$ cat src/rtl/ssm_pkg.sv
package ssm_pkg;
  localparam int ST_HPOL = 7;
  localparam int ST_HACT = 6;
  localparam int ST_CACT = 5;
  localparam int ST_VACT = 4;
  localparam int ST_VSRC = 3;
  localparam int ST_VPOL = 2;
  localparam int ST_SACT = 1;
  localparam int ST_CPOL = 0;

  // index of each line inside the synchronized bus
  localparam int LN_HS   = 0;
  localparam int LN_VS   = 1;
  localparam int LN_SOG  = 2;
  localparam int LN_CST  = 3;
  localparam int LN_VSEP = 4;
  localparam int NUM_LINES = 5;

  typedef enum logic {
    SRC_DIRECT    = 1'b0,
    SRC_SEPARATOR = 1'b1
  } vs_src_e;
endpackage

$ cat src/rtl/ssm_sync.sv
module ssm_sync #(
  parameter int WIDTH  = 1,
  parameter int STAGES = 2
) (
  input  logic             clk,
  input  logic             rst,
  input  logic [WIDTH-1:0] d_i,
  output logic [WIDTH-1:0] q_o
);
  logic [WIDTH-1:0] stage_q [STAGES];

  always_ff @(posedge clk) begin
    if (rst) begin
      for (int k = 0; k < STAGES; k++) stage_q[k] <= '0;
    end else begin
      stage_q[0] <= d_i;
      for (int k = 1; k < STAGES; k++) stage_q[k] <= stage_q[k-1];
    end
  end

  assign q_o = stage_q[STAGES-1];
endmodule

$ cat src/rtl/ssm_activity.sv
module ssm_activity #(
  parameter int TO_W = 20
) (
  input  logic clk,
  input  logic rst,
  input  logic sig_i,
  output logic act_o
);
  logic            prev_q;
  logic            primed_q;
  logic            act_q;
  logic [TO_W-1:0] idle_q;
  logic            edge_w;

  assign edge_w = primed_q && (sig_i != prev_q);

  always_ff @(posedge clk) begin
    if (rst) begin
      prev_q   <= 1'b0;
      primed_q <= 1'b0;
      act_q    <= 1'b0;
      idle_q   <= '0;
    end else begin
      prev_q   <= sig_i;
      primed_q <= 1'b1;
      if (edge_w) begin
        idle_q <= '0;
        act_q  <= 1'b1;
      end else if (&idle_q) begin
        act_q  <= 1'b0;
      end else begin
        idle_q <= idle_q + 1'b1;
      end
    end
  end

  assign act_o = act_q;

  p_rise_needs_edge_r1: assert property (@(posedge clk) disable iff (rst)
    $rose(act_q) |-> $past(edge_w));

  p_fall_after_window_r2: assert property (@(posedge clk) disable iff (rst)
    $fell(act_q) |-> ($past(&idle_q) && !$past(edge_w)));
endmodule

$ cat src/rtl/ssm_polarity.sv
module ssm_polarity #(
  parameter int LEN_W = 12
) (
  input  logic clk,
  input  logic rst,
  input  logic sig_i,
  output logic pol_o
);
  logic             prev_q;
  logic             primed_q;
  logic             started_q;
  logic             hi_ok_q;
  logic [LEN_W-1:0] hi_cnt_q;
  logic [LEN_W-1:0] lo_cnt_q;
  logic [LEN_W-1:0] hi_len_q;
  logic             last_q;
  logic             have_last_q;
  logic             pol_q;
  logic             rise_w;
  logic             fall_w;
  logic             meas_stb_w;
  logic             meas_val_w;

  assign rise_w     = primed_q &&  sig_i && !prev_q;
  assign fall_w     = primed_q && !sig_i &&  prev_q;
  assign meas_stb_w = rise_w && hi_ok_q;
  // shorter high phase means the line pulses high
  assign meas_val_w = (hi_len_q < lo_cnt_q);

  always_ff @(posedge clk) begin
    if (rst) begin
      prev_q      <= 1'b0;
      primed_q    <= 1'b0;
      started_q   <= 1'b0;
      hi_ok_q     <= 1'b0;
      hi_cnt_q    <= '0;
      lo_cnt_q    <= '0;
      hi_len_q    <= '0;
      last_q      <= 1'b0;
      have_last_q <= 1'b0;
      pol_q       <= 1'b0;
    end else begin
      prev_q   <= sig_i;
      primed_q <= 1'b1;
      if (rise_w) begin
        started_q <= 1'b1;
        hi_cnt_q  <= {{(LEN_W-1){1'b0}}, 1'b1};
      end else if (fall_w) begin
        started_q <= 1'b1;
        hi_ok_q   <= started_q;
        hi_len_q  <= hi_cnt_q;
        lo_cnt_q  <= {{(LEN_W-1){1'b0}}, 1'b1};
      end else if (sig_i) begin
        if (!(&hi_cnt_q)) hi_cnt_q <= hi_cnt_q + 1'b1;
      end else begin
        if (!(&lo_cnt_q)) lo_cnt_q <= lo_cnt_q + 1'b1;
      end
      if (meas_stb_w) begin
        last_q      <= meas_val_w;
        have_last_q <= 1'b1;
        if (have_last_q && (last_q == meas_val_w)) pol_q <= meas_val_w;
      end
    end
  end

  assign pol_o = pol_q;

  p_pol_on_strobe_r9: assert property (@(posedge clk) disable iff (rst)
    !$stable(pol_q) |-> $past(meas_stb_w));

  p_pol_needs_history_r9: assert property (@(posedge clk) disable iff (rst)
    !$stable(pol_q) |-> $past(have_last_q));
endmodule

$ cat src/rtl/sync_status_monitor.sv
module sync_status_monitor
  import ssm_pkg::*;
#(
  parameter int ACT_TO_W    = 20,
  parameter int LEN_W       = 12,
  parameter int SYNC_STAGES = 2
) (
  input  logic       clk,
  input  logic       rst,
  input  logic       hsync_i,
  input  logic       vsync_i,
  input  logic       sog_i,
  input  logic       coast_i,
  input  logic       vsync_sep_i,
  input  logic       prio_sep_i,
  input  logic       force_src_i,
  output logic [7:0] status_o
);
  localparam int NUM_ACT = 4;
  localparam int NUM_POL = 3;

  logic [NUM_LINES-1:0] raw_w;
  logic [NUM_LINES-1:0] sync_w;
  logic [NUM_ACT-1:0]   act_w;
  logic [NUM_POL-1:0]   pol_in_w;
  logic [NUM_POL-1:0]   pol_w;
  vs_src_e              src_w;
  logic                 vs_out_w;
  logic [7:0]           status_d;
  logic [7:0]           status_q;

  always_comb begin
    raw_w          = '0;
    raw_w[LN_HS]   = hsync_i;
    raw_w[LN_VS]   = vsync_i;
    raw_w[LN_SOG]  = sog_i;
    raw_w[LN_CST]  = coast_i;
    raw_w[LN_VSEP] = vsync_sep_i;
  end

  ssm_sync #(.WIDTH(NUM_LINES), .STAGES(SYNC_STAGES)) u_sync (
    .clk (clk),
    .rst (rst),
    .d_i (raw_w),
    .q_o (sync_w)
  );

  // activity on hsync, vsync input, sog, coast (indices 0..3 of the bus)
  for (genvar g = 0; g < NUM_ACT; g++) begin : g_act
    ssm_activity #(.TO_W(ACT_TO_W)) u_act (
      .clk   (clk),
      .rst   (rst),
      .sig_i (sync_w[g]),
      .act_o (act_w[g])
    );
  end

  always_comb begin
    if (force_src_i) src_w = vs_src_e'(prio_sep_i);
    else             src_w = act_w[LN_VS] ? SRC_DIRECT : SRC_SEPARATOR;
  end

  assign vs_out_w = (src_w == SRC_SEPARATOR) ? sync_w[LN_VSEP] : sync_w[LN_VS];

  assign pol_in_w = {sync_w[LN_CST], vs_out_w, sync_w[LN_HS]};

  for (genvar g = 0; g < NUM_POL; g++) begin : g_pol
    ssm_polarity #(.LEN_W(LEN_W)) u_pol (
      .clk   (clk),
      .rst   (rst),
      .sig_i (pol_in_w[g]),
      .pol_o (pol_w[g])
    );
  end

  always_comb begin
    status_d          = '0;
    status_d[ST_HPOL] = pol_w[0];
    status_d[ST_HACT] = act_w[LN_HS];
    status_d[ST_CACT] = act_w[LN_CST];
    status_d[ST_VACT] = act_w[LN_VS];
    status_d[ST_VSRC] = src_w;
    status_d[ST_VPOL] = pol_w[1];
    status_d[ST_SACT] = act_w[LN_SOG];
    status_d[ST_CPOL] = pol_w[2];
  end

  always_ff @(posedge clk) begin
    if (rst) status_q <= '0;
    else     status_q <= status_d;
  end

  assign status_o = status_q;

  p_auto_src_r4: assert property (@(posedge clk) disable iff (rst)
    !force_src_i |=> (status_o[ST_VSRC] == !$past(act_w[LN_VS])));

  p_force_src_r5: assert property (@(posedge clk) disable iff (rst)
    force_src_i |=> (status_o[ST_VSRC] == $past(prio_sep_i)));

  p_act_tracks_r1: assert property (@(posedge clk) disable iff (rst)
    1'b1 |=> (status_o[ST_VACT] == $past(act_w[LN_VS])));
endmodule

$ cat config.mk
export PLATFORM = sky130hd
export DESIGN_NAME = sync_status_monitor
export DESIGN_NICKNAME = d
export VERILOG_FILES = /design/src/rtl/ssm_pkg.sv /design/src/rtl/ssm_sync.sv /design/src/rtl/ssm_activity.sv /design/src/rtl/ssm_polarity.sv /design/src/rtl/sync_status_monitor.sv
export SDC_FILE = /design/constraint.sdc
export NUM_CORES = 1
export LEC_CHECK = 0
export ABC_AREA = 1
export BUFFER_PORTS_ARGS = -buffer_cell sky130_fd_sc_hd__buf_2
export CORE_MARGIN = 2
export CORE_UTILIZATION = 42
export CTS_CLUSTER_DIAMETER = 200
export DETAILED_ROUTE_END_ITERATION = 10
export SYNTH_ARGS = -nofsm -noshare
export SYNTH_HDL_FRONTEND = slang
export SYNTH_SLANG_ARGS = --single-unit
$ cat constraint.sdc
create_clock -name clk -period 1.76 [get_ports clk]
set_input_delay 0.264 -clock clk [delete_from_list [all_inputs] [get_ports clk]]
set_output_delay 0.264 -clock clk [all_outputs]
set_load 0.02 [all_outputs]
==> impl_metrics.py, run 1 <==
metrics = {
    "place": {
        "io_buffer_count": 16,
        "place_ws_ps": 118,
        "dp_hpwl_microns": 19100,
        "place_congestion": 0.852,
    },
    "timing": {
        "slew_headroom": 0.658,
        "maxClockFrequency_ghz": 0.613,
        "tightestPinTransition_ps": 511,
        "skew_ps": 7.79,
        "setup_ws_ps": 129,
        "setup_viol": 0,
        "fin_crit_sh": 0.926,
        "drv_slew": 0,
        "holdWs_ps": 96.9,
        "hold_viol": 0,
        "post-route-min-period_ps": 1630,
    },
    "die": {
        "fp.coreArea_sq_mm": 0.0276,
        "dieHeight_microns": 171,
        "initial_utilization": 0.424,
        "die_area_sq_mm": 0.0292,
        "fp-row-count": 61,
        "die_w_microns": 171,
        "io_pins": 17,
    },
    "cells_and_area": {
        "syn_to_final_growth_pct": 15.7,
        "diodes": 0,
        "final_cell_mix": "nand2_1 (385), dfxtp_1 (227), nor2_1 (226), inv_1 (208), a21oi_1 (132)",
        "n_fill_cell": 2785,
        "drive_above_1_share": 0.111,
        "layout_commonest_cell": "nand2_1",
        "finalNetCount": 1811,
    },
    "clock_tree": {
        "cts_root_buf": "clkbuf_16",
        "cts_sinks": 231,
        "cts.path.max_buffers": 3,
        "htreeDepth": 1,
        "post_cts_buffers": 0,
        "cts_buffers": 27,
        "clk_latency_ps": 530,
        "clkTransAtPathRegs_ps": 60,
        "cts_tree": "built",
    },
    "critical_path": {
        "path_buf_inv": 3,
        "crit_slowest_cell": "dfxtp_1",
        "reg2regPathDepth": 7,
        "reg2reg_slack_ps": 130,
        "cp-start-kind": "flip-flop",
        "r2r-start": "g_pol[2].u_pol.primed_q",
        "cp_top_family": "simple AND/OR/NAND/NOR gates",
        "r2r_end": "g_act[1].u_act.idle_q[1]",
        "cp.required_ps": 2210,
        "critical_path.max_fanout": 16,
        "endpoint_kind": "flip-flop",
        "path_cells": "buf_4 -> nand2_1 -> nor2_1 -> nor2_1 -> inv_1 -> buf_4 -> a21oi_1",
        "slowest_delay_ps": 400,
        "crit_type": "flip-flop to flip-flop",
        "crit_arrival_ps": 2080,
    },
    "detailed_routing": {
        "route.detailed.wl_per_inst_microns": 12.0,
        "ant_nets": 0,
        "avgViaCountPerCell": 4.87,
        "via_count": 10500,
        "drc": 0,
        "wl_microns": 25800,
        "drt_pre_antenna_iters": 6,
        "first_iter_violations": 584,
    },
    "min_path": {
        "hold_depth": 3,
        "hp-class": "primary input to flip-flop",
        "holdPathEnd": "status_o[3]",
        "hold_path.startpoint": "prio_sep_i",
    },
    "synth": {
        "ys_seq_elements": 231,
        "yosysUniqueCellTypes": 45,
        "ys_seq_area_frac": 0.396,
        "syn_area_sq_mm": 0.0117,
        "async_flop_share": 0,
        "synth_area_leader_cell": "dfxtp_1",
        "avgSynthCellArea_sq_um": 6.94,
        "syn_nets": 1735,
        "synth_area_leaders": "dfxtp_1 (40%), nand2_1 (12%), nor2_1 (7.3%)",
        "ys.flop_type": "dfxtp_1",
        "ys_warn_count": 0,
        "synth_cells": 1683,
        "synth_enable_flop_cells": 0,
        "synth_top_area_frac": 0.396,
    },
    "grt": {
        "grt.total_usage": 0.179,
        "grt_pass1_wl_microns": 44300,
        "grt_pass1_vias": 9696,
        "antenna_found_initial": 0,
        "grt_max_degree": 24,
        "overflow": 0,
    },
    "run": {
        "maxCapViolCount": 0,
    },
    "pwr": {
        "p_leak_uw": 0.00547,
        "peakVddDrop_v": 0.000787,
        "powerDensity_mw_per_mm2": 870,
    },
    "outcome": {
        "status": "finished clean",
    },
}
==> per-layer routing <==
layer	wire (microns)	global-route usage
met1	12700	0.239
met2	11700	0.307
met3	754	0.0243
met4	564	0.0442
met5	0	0
==> logic make-up after synthesis <==
family                     synth area share
AOI/OAI and AO/OA                     0.111
buffers and inverters                0.0902
and+or+nand+nor                       0.315
xor gates and xnor gates             0.0427
DFF                                   0.396
adders and majority gates            0.0460
==> worst min-delay path: stages <==
cell	delay, ps
buf_2	120
nand2_1	100
a21oi_1	80
==> worst max path at each step <==
stage | startpoint | to | slack (ps) | depth (start not counted)
final | g_pol[2].u_pol.primed_q | g_act[1].u_act.idle_q[1] | 130 | 7
after global routing | g_pol[0].u_pol.lo_cnt_q[1] | g_pol[0].u_pol.lo_cnt_q[3] | -30 | 10
after CTS | g_act[1].u_act.idle_q[1] | g_act[1].u_act.idle_q[1] | 80 | 9
after detailed placement | g_pol[1].u_pol.lo_cnt_q[1] | g_pol[1].u_pol.lo_cnt_q[4] | 120 | 9
after global placement | g_pol[1].u_pol.lo_cnt_q[1] | g_pol[1].u_pol.lo_cnt_q[4] | 180 | 9
after floorplan | g_pol[2].u_pol.lo_cnt_q[0] | g_pol[2].u_pol.lo_cnt_q[1] | 240 | 11
==> power breakdown <==
group | total, uW | internal (uW) | switching [uW]
clock | 5620 | 3490 | 2130
sequential | 5420 | 5340 | 77.1
combinational | 729 | 282 | 446
total | 11800 | 9110 | 2650
==> flip-flops by register name, summed over array words and instances (netlist names) <==
| register | flops |
|---|---|
| status_o | 8 |
| g_pol.u_pol.hi_len_q | 36 |
| g_pol.u_pol.started_q | 3 |
| g_pol.u_pol.hi_ok_q | 3 |
| g_pol.u_pol.primed_q | 1 |
| g_pol.u_pol.last_q | 3 |
| g_pol.u_pol.pol_o | 3 |
| g_pol.u_pol.prev_q | 2 |
| g_pol.u_pol.hi_cnt_q | 36 |
| u_sync.stage_q | 10 |
| g_pol.u_pol.have_last_q | 3 |
| g_pol.u_pol.lo_cnt_q | 36 |
| g_act.u_act.idle_q | 80 |
| g_act.u_act.act_o | 4 |
| g_act.u_act.prev_q | 3 |
==> synthesized netlist by cell type, types with 17 or more instances <==
| cell | instances |
|---|---|
| nand4_1 | 23 |
| nand3_1 | 110 |
| dfxtp_1 | 231 |
| ha_1 | 43 |
| xnor2_1 | 24 |
| inv_1 | 208 |
| a21oi_1 | 132 |
| buf_2 | 17 |
| nor3_1 | 44 |
| nand2_1 | 386 |
| o21ai_0 | 82 |
| xor2_1 | 33 |
| nor2_1 | 227 |
==> per-stage QoR <==
stage,setup TNS (ps),std cells,cell area (sq um),power [uW],utilization
2_1_floorplan,0,1683,11700,5980,-
3_3_place_gp,0,2103,12500,6230,0.454
3_5_place_dp,0,2103,12500,6240,0.454
4_1_cts,0,2152,13500,11900,0.488
5_1_grt,-51.5,2152,13500,12300,0.491
6_report,0,2152,13500,11800,0.491
==> cell type report <==
cell class / count / area [sq um] / share of cell area
Clock buffer: 35 / 776 / 0.0574
Clock inverter: 9 / 120 / 0.00888
Inverter: 223 / 843 / 0.0624
Multi-Input combinational cell: 1192 / 6070 / 0.449
Sequential cell: 231 / 4630 / 0.342
Tap cell: 378 / 473 / 0.0350
Timing Repair Buffer: 84 / 616 / 0.0455
==> timing repair <==
action / 4_1_cts / 5_1_grt
gates resized for setup: 0 / 19
hold endpoints to repair: 5 / 0
hold buffers: 5 / 0
endpoints found under the setup margin: 0 / 28
Note: power is estimated with default switching activity, not from simulation.
==> inputs of run 2 (changes only) <==
--- a/config.mk
+++ b/config.mk
@@ -7,10 +7,12 @@
 export LEC_CHECK = 0
 export ABC_AREA = 1
 export BUFFER_PORTS_ARGS = -buffer_cell sky130_fd_sc_hd__buf_2
+export CORE_ASPECT_RATIO = 0.6
 export CORE_MARGIN = 2
 export CORE_UTILIZATION = 42
 export CTS_CLUSTER_DIAMETER = 200
 export DETAILED_ROUTE_END_ITERATION = 10
+export HOLD_SLACK_MARGIN = 0.02
 export SYNTH_ARGS = -nofsm -noshare
 export SYNTH_HDL_FRONTEND = slang
 export SYNTH_SLANG_ARGS = --single-unit
==> constraint.sdc (replaced) <==
create_clock -name clk -period 2.1 [get_ports clk]
set_input_delay 0.315 -clock clk [delete_from_list [all_inputs] [get_ports clk]]
set_output_delay 0.315 -clock clk [all_outputs]
set_load 0.02 [all_outputs]
==> run 2 against run 1 <==
Against the previous run: count of clock-buffer cells in the layout fell by 3; die area increased by 0.15%; global-route usage grew 0.74 points; sequential cell count unchanged; largest power group unchanged; highest routed layer unchanged.
==> impl_metrics.py, run 2 (same netlist as run 1, synthesis figures left out) <==
metrics = {
    "outcome": {
        "status": "finished clean",
    },
    "detailed_routing": {
        "ant_nets": 0,
        "wl_microns": 26700,
        "drt_pre_antenna_iters": 7,
        "drc": 0,
        "via_count": 10300,
        "route.detailed.wl_per_inst_microns": 12.8,
        "avgViaCountPerCell": 4.94,
        "first_iter_violations": 874,
    },
    "die": {
        "io_pins": 17,
        "die_area_sq_mm": 0.0292,
        "dieHeight_microns": 133,
        "die_w_microns": 219,
        "fp-row-count": 47,
        "initial_utilization": 0.425,
        "fp.coreArea_sq_mm": 0.0275,
    },
    "grt": {
        "grt_pass1_vias": 9181,
        "overflow": 0,
        "antenna_found_initial": 0,
        "grt_pass1_wl_microns": 45700,
        "grt.total_usage": 0.187,
        "grt_max_degree": 36,
    },
    "pwr": {
        "peakVddDrop_v": 0.000528,
        "seq_power_share": 0.457,
        "p_comb_frac": 0.054,
        "switching_power_uw": 2250,
        "p_int_uw": 7690,
        "switching_share": 0.226,
        "p_leak_uw": 0.00521,
        "powerDensity_mw_per_mm2": 759,
        "p_clk_frac": 0.489,
    },
    "clock_tree": {
        "cts_root_buf": "clkbuf_16",
        "post_cts_buffers": 0,
        "clk_latency_ps": 540,
        "clkTransAtPathRegs_ps": 60,
        "cts.path.max_buffers": 3,
        "cts_tree": "built",
        "cts_buffers": 24,
        "cts_sinks": 231,
        "htreeDepth": 1,
    },
    "cells_and_area": {
        "layout_commonest_cell": "nand2_1",
        "postLayoutCoreUtil": 0.477,
        "largest_reg_flops": 80,
        "finalNetCount": 1761,
        "regMostFlops": "g_act.u_act.idle_q",
        "drive_above_1_share": 0.0811,
        "regArea_sq_mm": 0.00462,
        "multiInputGateArea_sq_mm": 0.00602,
        "n_fill_cell": 2737,
        "diodes": 0,
        "final_cells": 2093,
        "syn_to_final_growth_pct": 12.1,
        "final_cell_mix": "nand2_1 (385), dfxtp_1 (231), nor2_1 (227), inv_1 (208), a21oi_1 (132)",
    },
    "critical_path": {
        "critical_path.max_fanout": 7,
        "cp-start-kind": "flip-flop",
        "crit_type": "flip-flop to flip-flop",
        "cp.required_ps": 2510,
        "reg2reg_slack_ps": 220,
        "crit_arrival_ps": 2290,
        "endpoint_kind": "flip-flop",
    },
    "timing": {
        "drv_slew": 0,
        "setup_viol": 0,
        "skew_ps": 11.6,
        "maxClockFrequency_ghz": 0.532,
        "fin_crit_sh": 0.896,
        "hold_viol": 0,
        "rsz0062_at_grt": "false",
        "final.setup.tns_ps": 0,
        "slew_headroom": 0.652,
        "tightestPinTransition_ps": 522,
        "post-route-min-period_ps": 1880,
    },
    "place": {
        "place_congestion": 0.886,
        "placed_cells": 2047,
        "dp_hpwl_microns": 19500,
        "io_buffer_count": 16,
    },
    "min_path": {
        "hp-class": "primary input to flip-flop",
    },
    "run": {
        "maxCapViolCount": 0,
    },
}
==> run 2: cell types whose count changed in the layout (fill, tap and decap cells not counted), moves of 2 or more <==
cell and delta:
ha_1 +2, nor2_4 -2, clkbuf_8 -3, dlygate4sd3_1 -2
dfxtp_1 +4, inv_4 -2, buf_4 -45, nor3_1 +2
clkbuf_16 -2, clkbuf_1 +2, bufinv_16 +3, dfxtp_2 -4
==> run 2: power groups by stage <==
stage	registers (uW)	clock network, uW	logic [uW]
6_report	4550	4860	537
2_1_floorplan	4630	0	385
3_5_place_dp	4640	0	530
4_1_cts	4550	4990	539
3_3_place_gp	4640	0	523
5_1_grt	4560	5160	617
==> run 2: metal layers <==
metal	track usage	part of all wire	up-vias	wire, microns
li1	-	-	5468	-
met1	0.314	0.56	4622	15000
met2	0.240	0.36	217	9640
met3	0.0324	0.062	30	1660
met4	0.0345	0.017	0	444
met5	0	0	-	0
==> run 2: cell type report <==
cell class / count / area share
clock buffers: 32 / 0.0528
inverters: 223 / 0.0641
clock inverters: 11 / 0.0159
well taps: 367 / 0.0351
repair buffers: 37 / 0.0197
flip-flops and latches: 231 / 0.353
multi-input cells: 1192 / 0.459
==> run 2: final timing paths <==
path                                                 start                          to  cells after the start
worst min-delay path                                 sog_i        u_sync.stage_q[0][2]                      3
worst max register to register  g_pol[2].u_pol.hi_cnt_q[0]  g_pol[2].u_pol.hi_cnt_q[4]                      8
worst max-delay path            g_pol[2].u_pol.hi_cnt_q[0]  g_pol[2].u_pol.hi_cnt_q[4]                      8
worst min register to register        u_sync.stage_q[0][2]        u_sync.stage_q[0][7]                      2
==> run 2: worst max-delay path, cell delays in order, from the launching register on <==
cell and delay, ps:
dfxtp_1 430, ha_1 300, nand3_1 170, nor3_2 230, nand2_1 80, nand2_1 170
buf_4 190, o21ai_0 70, nor3b_1 130
==> run 2: what timing repair did <==
item                                    in CTS  in global routing
gates resized for setup                      0                  2
endpoints found under the hold margin        3                  0
endpoints found under the setup margin       0                  5
hold buffers                                 3                  0
==> run 2: through the flow <==
stage	hold slack, ps	instance area [sq um]	total power, uW	setup WS [ps]
2_1_floorplan	388	11700	5020	578
3_3_place_gp	394	12200	5160	255
3_5_place_dp	395	12200	5170	168
4_1_cts	26.9	13100	10100	145
5_1_grt	59.2	13100	10300	26.6
6_report	56.8	13100	9940	219
==> inputs of run 3 (changes only) <==
--- a/config.mk
+++ b/config.mk
@@ -9,7 +9,7 @@
 export BUFFER_PORTS_ARGS = -buffer_cell sky130_fd_sc_hd__buf_2
 export CORE_ASPECT_RATIO = 0.6
 export CORE_MARGIN = 2
-export CORE_UTILIZATION = 42
+export CORE_UTILIZATION = 35
 export CTS_CLUSTER_DIAMETER = 200
 export DETAILED_ROUTE_END_ITERATION = 10
 export HOLD_SLACK_MARGIN = 0.02
==> run 3 against run 2 <==
Against the previous run: count of clock-buffer cells in the layout decreased by 3; critical path depth increased by 1; first-iteration DRC count decreased by 12%; power increased by 0.46%; via count increased by 0.19%; setup slack got worse by 42 ps; sequential power about the same; final area increased by 1.1%; critical path type unchanged; highest routed layer unchanged.
==> impl_metrics.py, run 3 (same netlist as run 1, synthesis figures left out) <==
metrics = {
    "min_path": {
        "hp-class": "primary input to flip-flop",
    },
    "critical_path": {
        "r2r-start": "g_pol[2].u_pol.hi_cnt_q[0]",
        "endpoint_kind": "flip-flop",
        "reg2regPathDepth": 9,
        "reg2reg_slack_ps": 180,
        "cp.required_ps": 2560,
        "startpoint": "g_pol[2].u_pol.hi_cnt_q[0]",
        "r2r_end": "g_pol[2].u_pol.hi_cnt_q[8]",
        "crit_type": "flip-flop to flip-flop",
        "critical_path.max_fanout": 14,
        "critPathCapture": "g_pol[2].u_pol.hi_cnt_q[8]",
        "cp-start-kind": "flip-flop",
        "crit_arrival_ps": 2380,
    },
    "timing": {
        "tightestPinTransition_ps": 486,
        "rsz0062_at_grt": "false",
        "holdWs_ps": 38.9,
        "slew_headroom": 0.676,
        "skew_ps": 9.60,
        "fin_crit_sh": 0.915,
        "final.setup.tns_ps": 0,
        "post-route-min-period_ps": 1920,
        "setup_viol": 0,
        "drv_slew": 0,
        "hold_viol": 0,
        "maxClockFrequency_ghz": 0.520,
    },
    "pwr": {
        "peakVddDrop_v": 0.000513,
        "powerDensity_mw_per_mm2": 754,
        "p_leak_uw": 0.00522,
    },
    "detailed_routing": {
        "drc": 0,
        "ant_nets": 0,
        "wl_microns": 26900,
        "first_iter_violations": 768,
        "avgViaCountPerCell": 4.75,
        "via_count": 10400,
        "route.detailed.wl_per_inst_microns": 12.3,
        "drt_pre_antenna_iters": 6,
    },
    "clock_tree": {
        "clk_latency_ps": 540,
        "htreeDepth": 1,
        "cts_buffers": 24,
        "post_cts_buffers": 0,
        "cts_sinks": 231,
        "cts_tree": "built",
        "cts.path.max_buffers": 3,
        "clkTransAtPathRegs_ps": 60,
        "cts_root_buf": "clkbuf_16",
    },
    "grt": {
        "grt.total_usage": 0.156,
        "grt_pass1_wl_microns": 46200,
        "antenna_found_initial": 1,
        "grt_max_degree": 38,
        "overflow": 0,
        "grt_pass1_vias": 9468,
    },
    "cells_and_area": {
        "final_cell_mix": "nand2_1 (384), dfxtp_1 (231), nor2_1 (227), inv_1 (208), a21oi_1 (132)",
        "drive_above_1_share": 0.0867,
        "postLayoutCoreUtil": 0.405,
        "regMostFlops": "g_act.u_act.idle_q",
        "largest_reg_flops": 80,
        "layout_commonest_cell": "nand2_1",
        "syn_to_final_growth_pct": 13.4,
        "diodes": 0,
        "finalNetCount": 1765,
    },
    "die": {
        "fp.coreArea_sq_mm": 0.0327,
        "initial_utilization": 0.358,
        "io_pins": 17,
        "die_area_sq_mm": 0.0349,
        "dieHeight_microns": 146,
        "fp-row-count": 51,
        "die_w_microns": 240,
    },
    "outcome": {
        "status": "finished clean",
    },
    "place": {
        "dp_hpwl_microns": 20000,
        "place_congestion": 0.869,
        "io_buffer_count": 16,
    },
    "run": {
        "maxCapViolCount": 0,
    },
}
-- run 3: changes by cell type in the layout (fill, tap and decap cells not counted), moves of 2 or more --
| cell | delta |
|---|---|
| buf_4 | +5 |
| clkbuf_1 | -2 |
| clkinvlp_4 | +4 |
| dlygate4sd3_1 | -2 |
-- run 3: where the power goes --
group	total (uW)	switching (uW)	internal, uW	leakage (uW)
sequential	4550	76.9	4470	0.00187
clock	4910	1890	3020	0.000433
combinational	532	352	180	0.00292
total	9990	2320	7670	0.00522
-- run 3: worst min-delay path by stage --
| stage | start | slack (ps) | cells past startpoint | endpoint |
|---|---|---|---|---|
| global placement | u_sync.stage_q[0][2] | 390 | 2 | u_sync.stage_q[0][7] |
| finish | vsync_sep_i | 40 | 3 | u_sync.stage_q[0][4] |
| detailed placement | u_sync.stage_q[0][2] | 400 | 2 | u_sync.stage_q[0][7] |
| CTS | vsync_i | 30 | 3 | u_sync.stage_q[0][1] |
| floorplan | u_sync.stage_q[0][0] | 390 | 2 | u_sync.stage_q[0][5] |
| global route | vsync_sep_i | 50 | 3 | u_sync.stage_q[0][4] |
-- run 3: routing by layer --
| layer | share of wire | GRT usage | wire length (microns) | vias up |
|---|---|---|---|---|
| met2 | 0.37 | 0.212 | 9920 | 226 |
| met3 | 0.059 | 0.0266 | 1600 | 30 |
| met4 | 0.014 | 0.0292 | 370 | 0 |
| li1 | - | - | - | 5465 |
| met1 | 0.56 | 0.252 | 15000 | 4636 |
| met5 | 0 | 0 | 0 | - |
-- run 3: cell type report --
type	instances	area [sq um]
Inverter	223	840
Multi-Input combinational cell	1192	6010
Tap cell	450	563
Clock buffer	29	671
Clock inverter	15	241
Fill cell	3420	19400
Timing Repair Buffer	41	295
Sequential cell	231	4620
-- run 3: what timing repair did --
item,in CTS,in global routing
endpoints found under the hold margin,1,0
setup endpoints to repair,0,5
hold buffers,1,0
gates resized for setup,0,2
-- run 3: worst max-delay path, cell delays in order, from the launching register on --
cell and delay [ps]:
dfxtp_1 420, ha_1 280, nand3_1 160, nor3_2 260
nand2_1 100, nand2_1 180, inv_2 150, nand2_1 90
nand2_1 50, a21oi_1 140
-- run 3: per-stage QoR --
stage / setup WS (ps) / cell area, sq um / std cells / power (uW)
floorplan: 578 / 11700 / 1683 / 5020
global placement: 279 / 12300 / 2136 / 5160
detailed placement: 196 / 12300 / 2136 / 5180
CTS: 174 / 13200 / 2181 / 10100
global route: 18.4 / 13200 / 2181 / 10400
finish: 178 / 13200 / 2181 / 9990
